### config.mk
export PLATFORM = sky130hd
export DESIGN_NAME = sp_reg_conv
export DESIGN_NICKNAME = d
export VERILOG_FILES = /design/src/rtl/sp_conv_pkg.sv /design/src/rtl/sp_expand.sv /design/src/rtl/sp_compress.sv /design/src/rtl/sp_out_stage.sv /design/src/rtl/sp_reg_conv.sv
export SDC_FILE = /design/constraint.sdc
export NUM_CORES = 1
export LEC_CHECK = 0
export BUFFER_PORTS_ARGS = -buffer_cell sky130_fd_sc_hd__buf_2
export CORE_MARGIN = 5
export CORE_UTILIZATION = 30
export CTS_BUF_LIST = sky130_fd_sc_hd__clkbuf_8
export DETAILED_ROUTE_END_ITERATION = 16
export PLACE_DENSITY_LB_ADDON = 0.3
export SYNTH_ARGS = -nofsm -noshare
export SYNTH_HDL_FRONTEND = slang
export SYNTH_SLANG_ARGS = --single-unit
export TNS_END_PERCENT = 30
### constraint.sdc
create_clock -name clk -period 1.8 [get_ports clk]
set_input_delay 0.36 -clock clk [delete_from_list [all_inputs] [get_ports clk]]
set_output_delay 0.36 -clock clk [all_outputs]
set_load 0.01 [all_outputs]
### src/rtl/sp_conv_pkg.sv
package sp_conv_pkg;

    localparam int SP_EXP_W  = 8;
    localparam int SP_FRAC_W = 23;
    localparam int DP_EXP_W  = 11;
    localparam int REG_W     = 64;
    localparam int MEM_W     = 1 + SP_EXP_W + SP_FRAC_W;

    typedef enum logic {
        DIR_LOAD  = 1'b0,
        DIR_STORE = 1'b1
    } conv_dir_e;

    typedef struct packed {
        logic             sign;
        logic [SP_EXP_W-1:0]  exp;
        logic [SP_FRAC_W-1:0] frac;
    } sp_word_t;

    // Widen an exponent: keep the top bit, fill the middle by class.
    function automatic logic [DP_EXP_W-1:0] widen_exp(input logic [SP_EXP_W-1:0] e);
        logic                  hi;
        logic [SP_EXP_W-2:0]   lo;
        logic [DP_EXP_W-1:0]   w;
        hi = e[SP_EXP_W-1];
        lo = e[SP_EXP_W-2:0];
        w  = '0;
        w[DP_EXP_W-1]   = hi;
        w[SP_EXP_W-2:0] = lo;
        if (hi && (&lo)) begin
            w = '1;
        end else if (!hi && (|lo)) begin
            w[DP_EXP_W-2:SP_EXP_W-1] = '1;
        end
        return w;
    endfunction

endpackage

### src/rtl/sp_expand.sv
module sp_expand
    import sp_conv_pkg::*;
#(
    parameter int EXP_IN_W  = SP_EXP_W,
    parameter int EXP_OUT_W = DP_EXP_W,
    parameter int FRAC_W    = SP_FRAC_W,
    parameter int OUT_W     = REG_W
) (
    input  logic [1+EXP_IN_W+FRAC_W-1:0] mem_i,
    output logic [OUT_W-1:0]             reg_o
);
    localparam int PAD_W = OUT_W - 1 - EXP_OUT_W - FRAC_W;

    sp_word_t             word;
    logic [EXP_OUT_W-1:0] wexp;

    assign word = sp_word_t'(mem_i);
    assign wexp = widen_exp(word.exp);

    generate
        if (PAD_W > 0) begin : g_pad
            assign reg_o = {word.sign, wexp, word.frac, {PAD_W{1'b0}}};
        end else begin : g_nopad
            assign reg_o = {word.sign, wexp, word.frac};
        end
    endgenerate

endmodule

### src/rtl/sp_compress.sv
module sp_compress
    import sp_conv_pkg::*;
#(
    parameter int IN_W      = REG_W,
    parameter int WORD_W    = MEM_W,
    parameter int EXP_IN_W  = SP_EXP_W,
    parameter int EXP_REG_W = DP_EXP_W
) (
    input  logic [IN_W-1:0] reg_i,
    output logic [IN_W-1:0] out_o
);
    localparam int SKIP_W = EXP_REG_W - EXP_IN_W;
    localparam int BODY_W = WORD_W - 2;
    localparam int BODY_HI = IN_W - 3 - SKIP_W;
    localparam int BODY_LO = BODY_HI - BODY_W + 1;
    localparam int ZERO_W = IN_W - WORD_W;

    logic [WORD_W-1:0] packed_w;

    assign packed_w = {reg_i[IN_W-1 -: 2], reg_i[BODY_HI:BODY_LO]};
    assign out_o    = {{ZERO_W{1'b0}}, packed_w};

    logic unused_bits;
    assign unused_bits = ^{reg_i[IN_W-3:BODY_HI+1], reg_i[BODY_LO-1:0]};

endmodule

### src/rtl/sp_out_stage.sv
module sp_out_stage #(
    parameter int W = 64
) (
    input  logic         clk,
    input  logic         rst,
    input  logic         v_i,
    input  logic         dir_i,
    input  logic [W-1:0] d_i,
    output logic         v_o,
    output logic         dir_o,
    output logic [W-1:0] d_o
);
    always_ff @(posedge clk) begin
        if (rst) begin
            v_o   <= 1'b0;
            dir_o <= 1'b0;
            d_o   <= '0;
        end else begin
            v_o <= v_i;
            if (v_i) begin
                dir_o <= dir_i;
                d_o   <= d_i;
            end
        end
    end

    a_r8_valid_delay: assert property (@(posedge clk) disable iff (rst)
        v_i |=> v_o);
    a_r8_idle_delay: assert property (@(posedge clk) disable iff (rst)
        !v_i |=> !v_o);
    a_r9_hold: assert property (@(posedge clk) disable iff (rst)
        !v_i |=> ($stable(d_o) && $stable(dir_o)));

endmodule

### src/rtl/sp_reg_conv.sv
module sp_reg_conv
    import sp_conv_pkg::*;
#(
    parameter int DATA_W = REG_W,
    parameter int WORD_W = MEM_W
) (
    input  logic              clk,
    input  logic              rst,
    input  logic              in_valid,
    input  logic              in_dir,
    input  logic [DATA_W-1:0] in_data,
    output logic              out_valid,
    output logic              out_dir,
    output logic [DATA_W-1:0] out_data
);
    localparam int EXP_HI = DATA_W - 2;
    localparam int EXP_LO = DATA_W - 1 - DP_EXP_W;

    conv_dir_e         dir;
    logic [DATA_W-1:0] load_img;
    logic [DATA_W-1:0] store_img;
    logic [DATA_W-1:0] next_img;

    assign dir = conv_dir_e'(in_dir);

    sp_expand #(
        .EXP_IN_W (SP_EXP_W),
        .EXP_OUT_W(DP_EXP_W),
        .FRAC_W   (SP_FRAC_W),
        .OUT_W    (DATA_W)
    ) u_expand (
        .mem_i(in_data[WORD_W-1:0]),
        .reg_o(load_img)
    );

    sp_compress #(
        .IN_W     (DATA_W),
        .WORD_W   (WORD_W),
        .EXP_IN_W (SP_EXP_W),
        .EXP_REG_W(DP_EXP_W)
    ) u_compress (
        .reg_i(in_data),
        .out_o(store_img)
    );

    always_comb begin
        case (dir)
            DIR_STORE: next_img = store_img;
            default:   next_img = load_img;
        endcase
    end

    sp_out_stage #(.W(DATA_W)) u_stage (
        .clk  (clk),
        .rst  (rst),
        .v_i  (in_valid),
        .dir_i(in_dir),
        .d_i  (next_img),
        .v_o  (out_valid),
        .dir_o(out_dir),
        .d_o  (out_data)
    );

    a_r7_store_upper_zero: assert property (@(posedge clk) disable iff (rst)
        (out_valid && out_dir == DIR_STORE) |-> (out_data[DATA_W-1:WORD_W] == '0));
    a_r1_load_low_zero: assert property (@(posedge clk) disable iff (rst)
        (out_valid && out_dir == DIR_LOAD) |-> (out_data[DATA_W-2-DP_EXP_W-SP_FRAC_W:0] == '0));
    a_r3_all_ones: assert property (@(posedge clk) disable iff (rst)
        (in_valid && !in_dir && (&in_data[WORD_W-2:SP_FRAC_W]))
        |=> (&out_data[EXP_HI:EXP_LO]));
    a_r5_zero_exp: assert property (@(posedge clk) disable iff (rst)
        (in_valid && !in_dir && (in_data[WORD_W-2:SP_FRAC_W] == '0))
        |=> (out_data[EXP_HI:EXP_LO] == '0));
    a_r6_sign_kept: assert property (@(posedge clk) disable iff (rst)
        (in_valid && in_dir) |=> (out_data[WORD_W-1] == $past(in_data[DATA_W-1])));

endmodule

== Word level (Yosys, flattened, before mapping) ==
Cells that the tools add are included.
Word-level totals
  register bits after elaboration: 66
  latch bits: 0
  RAM bits: 0
  ROM bits: 0
  bits of input ports: 68
  output and inout bits: 66
  logic and storage cells: 13
  memories kept: 0
Cells by class
  add/sub/neg operators: 0
  multipliers: 0
  divide/modulo/power cells: 0
  order comparisons: 0
  equal/unequal tests: 0
  shift-type cells: 0
  multiplexer cells: 5
  bitwise gates (word level): 0
  reductions and logical operators: 5
Operator list (count)
  $mux W64: 1
  $mux W7: 1
  $reduce_and A7 Y1: 1
  $reduce_or A7 Y1: 1
  $mux W3: 2
  $logic_and A1 B1 Y1: 2
  $logic_not A1 Y1: 1
  $mux W1: 1

== Depth between registers and ports, before layout ==
  depth after elaboration: 5
  mapped depth: 5
  depth with buffers taken out: 3

== By module ==
From an unflattened synthesis, not the netlist that was laid out.
Unflattened totals
  cells, all modules: 419
  area, all modules: 4429.2 sq um
By module, submodules not included
  sp_out_stage: times used 1, cells an instance 212, area an instance 2377.3 sq um, sequential area each 1321.3 sq um
  sp_reg_conv: times used 1, cells an instance 71, area an instance 1077.3 sq um, sequential area each 0.0 sq um
  sp_expand: times used 1, cells an instance 71, area an instance 490.5 sq um, sequential area each 0.0 sq um
  sp_compress: times used 1, cells an instance 65, area an instance 484.2 sq um, sequential area each 0.0 sq um

== Least setup slack after synthesis ==
OpenSTA, ideal clock, no wires.
  path kind: in2reg
  start point: input port rst
  end point: register u_stage.d_o[0]
  setup time: 0.135 ns
  arrival: 1.018 ns
  required time: 1.665 ns
  path slack: 0.647 ns
  stages on the path: 3
  path buffers: 2
  cell sequence: buf_2 clkbuf_1 nor2_2
RTL lines
  from (decl): RTL line sp_reg_conv.sv:8  | input logic rst,
  to (signal assigned): RTL line sp_out_stage.sv:22  | d_o <= d_i;
  to (decl): RTL line sp_out_stage.sv:11  | output logic [W-1:0] d_o
No word-level cell between the ends.

==> metrics list <==
- For this block, the via count after detailed routing is 2095.
* Post-synth EDFFs: 0
* Placed Cells: 437
* Worst slack at placement: -0.1753 ns
* Setup repair after global routing missed its margin: no
* Routed length per instance: 13.59 um
- Part of the cycle the worst path needs: 67.66%
- In this run the worst hold path is classified as primary input to flip-flop.
* Number of global-route vias before repair: 2089
- After detailed routing, the total wire length is 6.158 mm.
* Insertion delay to the later sink of the worst-skew pair: 0.32 ns
* Floorplan die height: 96.84 um
- Endpoint class of the critical path: primary output
* Leading cell types in the layout, fill and taps excluded: 130 x buf_2, 64 x dfxtp_1, 58 x a22oi_1
- Post-synthesis compound-gate area fraction: 21.13%
* Post-CTS resize count: 0
* DRC violations left: 0
- Predominant post-synthesis flop cell: dfxtp_1
* Std-Cell Core Area: 0.007292 mm2
* Maximum number of pins on one net before global-route repair: 60
- On the final layout, the worst hold slack is 0.2676 ns.
- Die Span X: 96.84 um
- Worst-path cell chain: buf_2
- Pin placement for this block handled 134 I/O pins.
- Total iterations of the first detailed-routing run: 4
- Max-capacitance violation count: 0
- The number of pins exceeding their max-slew limit in the final report is 0.
* Worst Clk Skew: 0 ns
- Post-route minimum period: 1.218 ns
- Number of buffers added by the clock tree synthesis step: 9
- After Yosys synthesis, and, or, nand and nor cells account for 14.88% of the synthesized area.
* Synth Area in Adders: 0%
* Mapped Nets: 294
- Sink Count: 64
- The critical path is of the flip-flop to primary output type.
- At the end of the flow, the number of nets in the layout was 418.
* Outcome: finished clean
* Global placer's final weighted congestion: 0.7276
- For this configuration, the core starts out at a cell density of 31.02%.
- In this run, synthesis produced a sequential element count of 64.
- The floorplan step defined a die boundary enclosing 0.009377 mm2.
* CP Data Arrival Time: 0.86 ns
* Global-route wire length before repair: 9.970 mm
* Total global routing track utilization: 12.86%
* Critical Path RT: 1.44 ns
- Max clock buf depth: 2
- Setup slack on the critical path of the routed design comes to 0.5821 ns.
- Count of mapped cells out of synthesis: 226
* Final Hold Vio Count: 0
- 1st-iter DRT viols: 40
* Seq/Total Area, Yosys: 56.64%
- Commonest non-fill, non-tap cell in the layout: buf_2
* Leakage power total: 1.534 nW
* HPWL after detailed placement: 4.258 mm
- Remaining antenna violation count: 0
* Setup TNS: 0 ns
* Power density cells: 953.0 mW/mm2
* XOR/XNOR share of the synthesized area: 0%
- Measured slew at the worst slew-check pin: 0.4428 ns
* Antenna cells: 0
- Quantity of hold-fixing buffers added after cts: 0
- During synthesis, Yosys emitted a total of 0 warnings.
- Clock transition at the register clock pins on the worst setup and hold paths after CTS: 0.07 ns
- From synthesis to final layout, the design area changed by 39.88%.
- Clock root buffer master: clkbuf_8
- Final std cells w/o fill: 453
- Summing all placed instances gives a cell area of 0.002963 mm2.
- Headroom to the max-slew limit came out at 70.35%.
- With fillers left out, the area of the finished cells amounts to 0.003164 mm2.
- By area, the combinational part of the netlist is dominated by compound AO/OA/AOI/OAI gates.
- Among cell families on the critical path, the largest total delay comes from flip-flops.
* Buffers and inverters on the worst path: 1
- Cells fill 43.39% of the core in the end.
- The worst-case IR drop observed on VDD is 0.0003259 V.
- Of all nets on the critical path, the largest fanout is 4.
- Max Clk Rate: 821.1 MHz
* Buffer count from post-CTS setup fixing: 0
* Critical path's largest stage delay: 0.38 ns
- The H-tree was split into 3 levels.
- Post-route total power: 3.016 mW
- Setup violations remaining at the end of the flow were counted as 0.
* Syn Std Cell Area: 0.002262 mm2
* Fraction of registers with async set or reset after synthesis: 0%
- STA classifies the critical path startpoint as a flip-flop.
- Number of buffers inserted by port buffering: 130
- The total overflow left after global routing is 0.
- Share of synthesized area spent on multiplexers: 1.327%
* Row count: 31
- Ratio of routed vias to standard cells: 4.625
* Critical Path Slowest Stage Cell: dfxtp_1
- Post-synth cell types: 24
- Antenna violations before repair: 0
- TritonCTS clock tree: built
- After synthesis, the mean cell area works out to 10.01 um2.
* Proportion of layout cells with a drive suffix above 1: 48.59%
-- Yosys cell counts (all sizes together) (2+ instances only) --
| library cell | number | area, um2 |
|---|---|---|
| a22oi | 58 | 435.4 |
| a211oi | 3 | 22.52 |
| nor2 | 63 | 286.5 |
| buf | 17 | 110.1 |
| inv | 2 | 7.500 |
| clkbuf | 5 | 18.77 |
| dfxtp | 64 | 1281 |
| mux2i | 3 | 30.03 |
-- power by group --
group	leakage, nW	total, mW	switching (mW)	internal, mW
Clock	0.103	1.17	0.508	0.658
Combinational	0.908	0.349	0.190	0.159
Sequential	0.523	1.50	0.0275	1.47
-- registers in the layout, summed over array words and instances (netlist names) --
signal         count
u_stage.v_o        1
u_stage.dir_o      1
u_stage.d_o       62
-- area by class of cell --
type,instances,area [um2]
inverter,2,7.507
clock buffer,10,137.6
tap,99,123.9
sequential,64,1281
clock inverter,5,48.80
multi-input combinational,138,844.6
timing repair buffer,135,720.7
fill,778,4128
-- logic make-up after synthesis --
kind of cell,count (synthesis)
simple gates,71
flops,64
buf+inv,24
mux,3
compound gates,64
-- per-layer routing --
metal,part of all wire [%],track usage (%),vias to the layer above
met3,8.4,4.820,5
met1,45,15.21,950
met5,0,0,-
met4,0.93,5.292,0
li1,-,-,1047
met2,46,20.91,93
-- path summary, 6_finish.rpt --
kind	startpoint	end	slack, ns	depth (start not counted)
worst min register to register	u_stage.d_o[29]	u_stage.d_o[29]	0.49	2
worst max-delay path	u_stage.d_o[61]	out_data[60]	0.58	1
worst min-delay path	in_data[52]	u_stage.d_o[23]	0.27	3
worst max register to register	u_stage.d_o[61]	u_stage.d_o[61]	0.99	2
No activity file was read; power rests on OpenSTA's default activity.
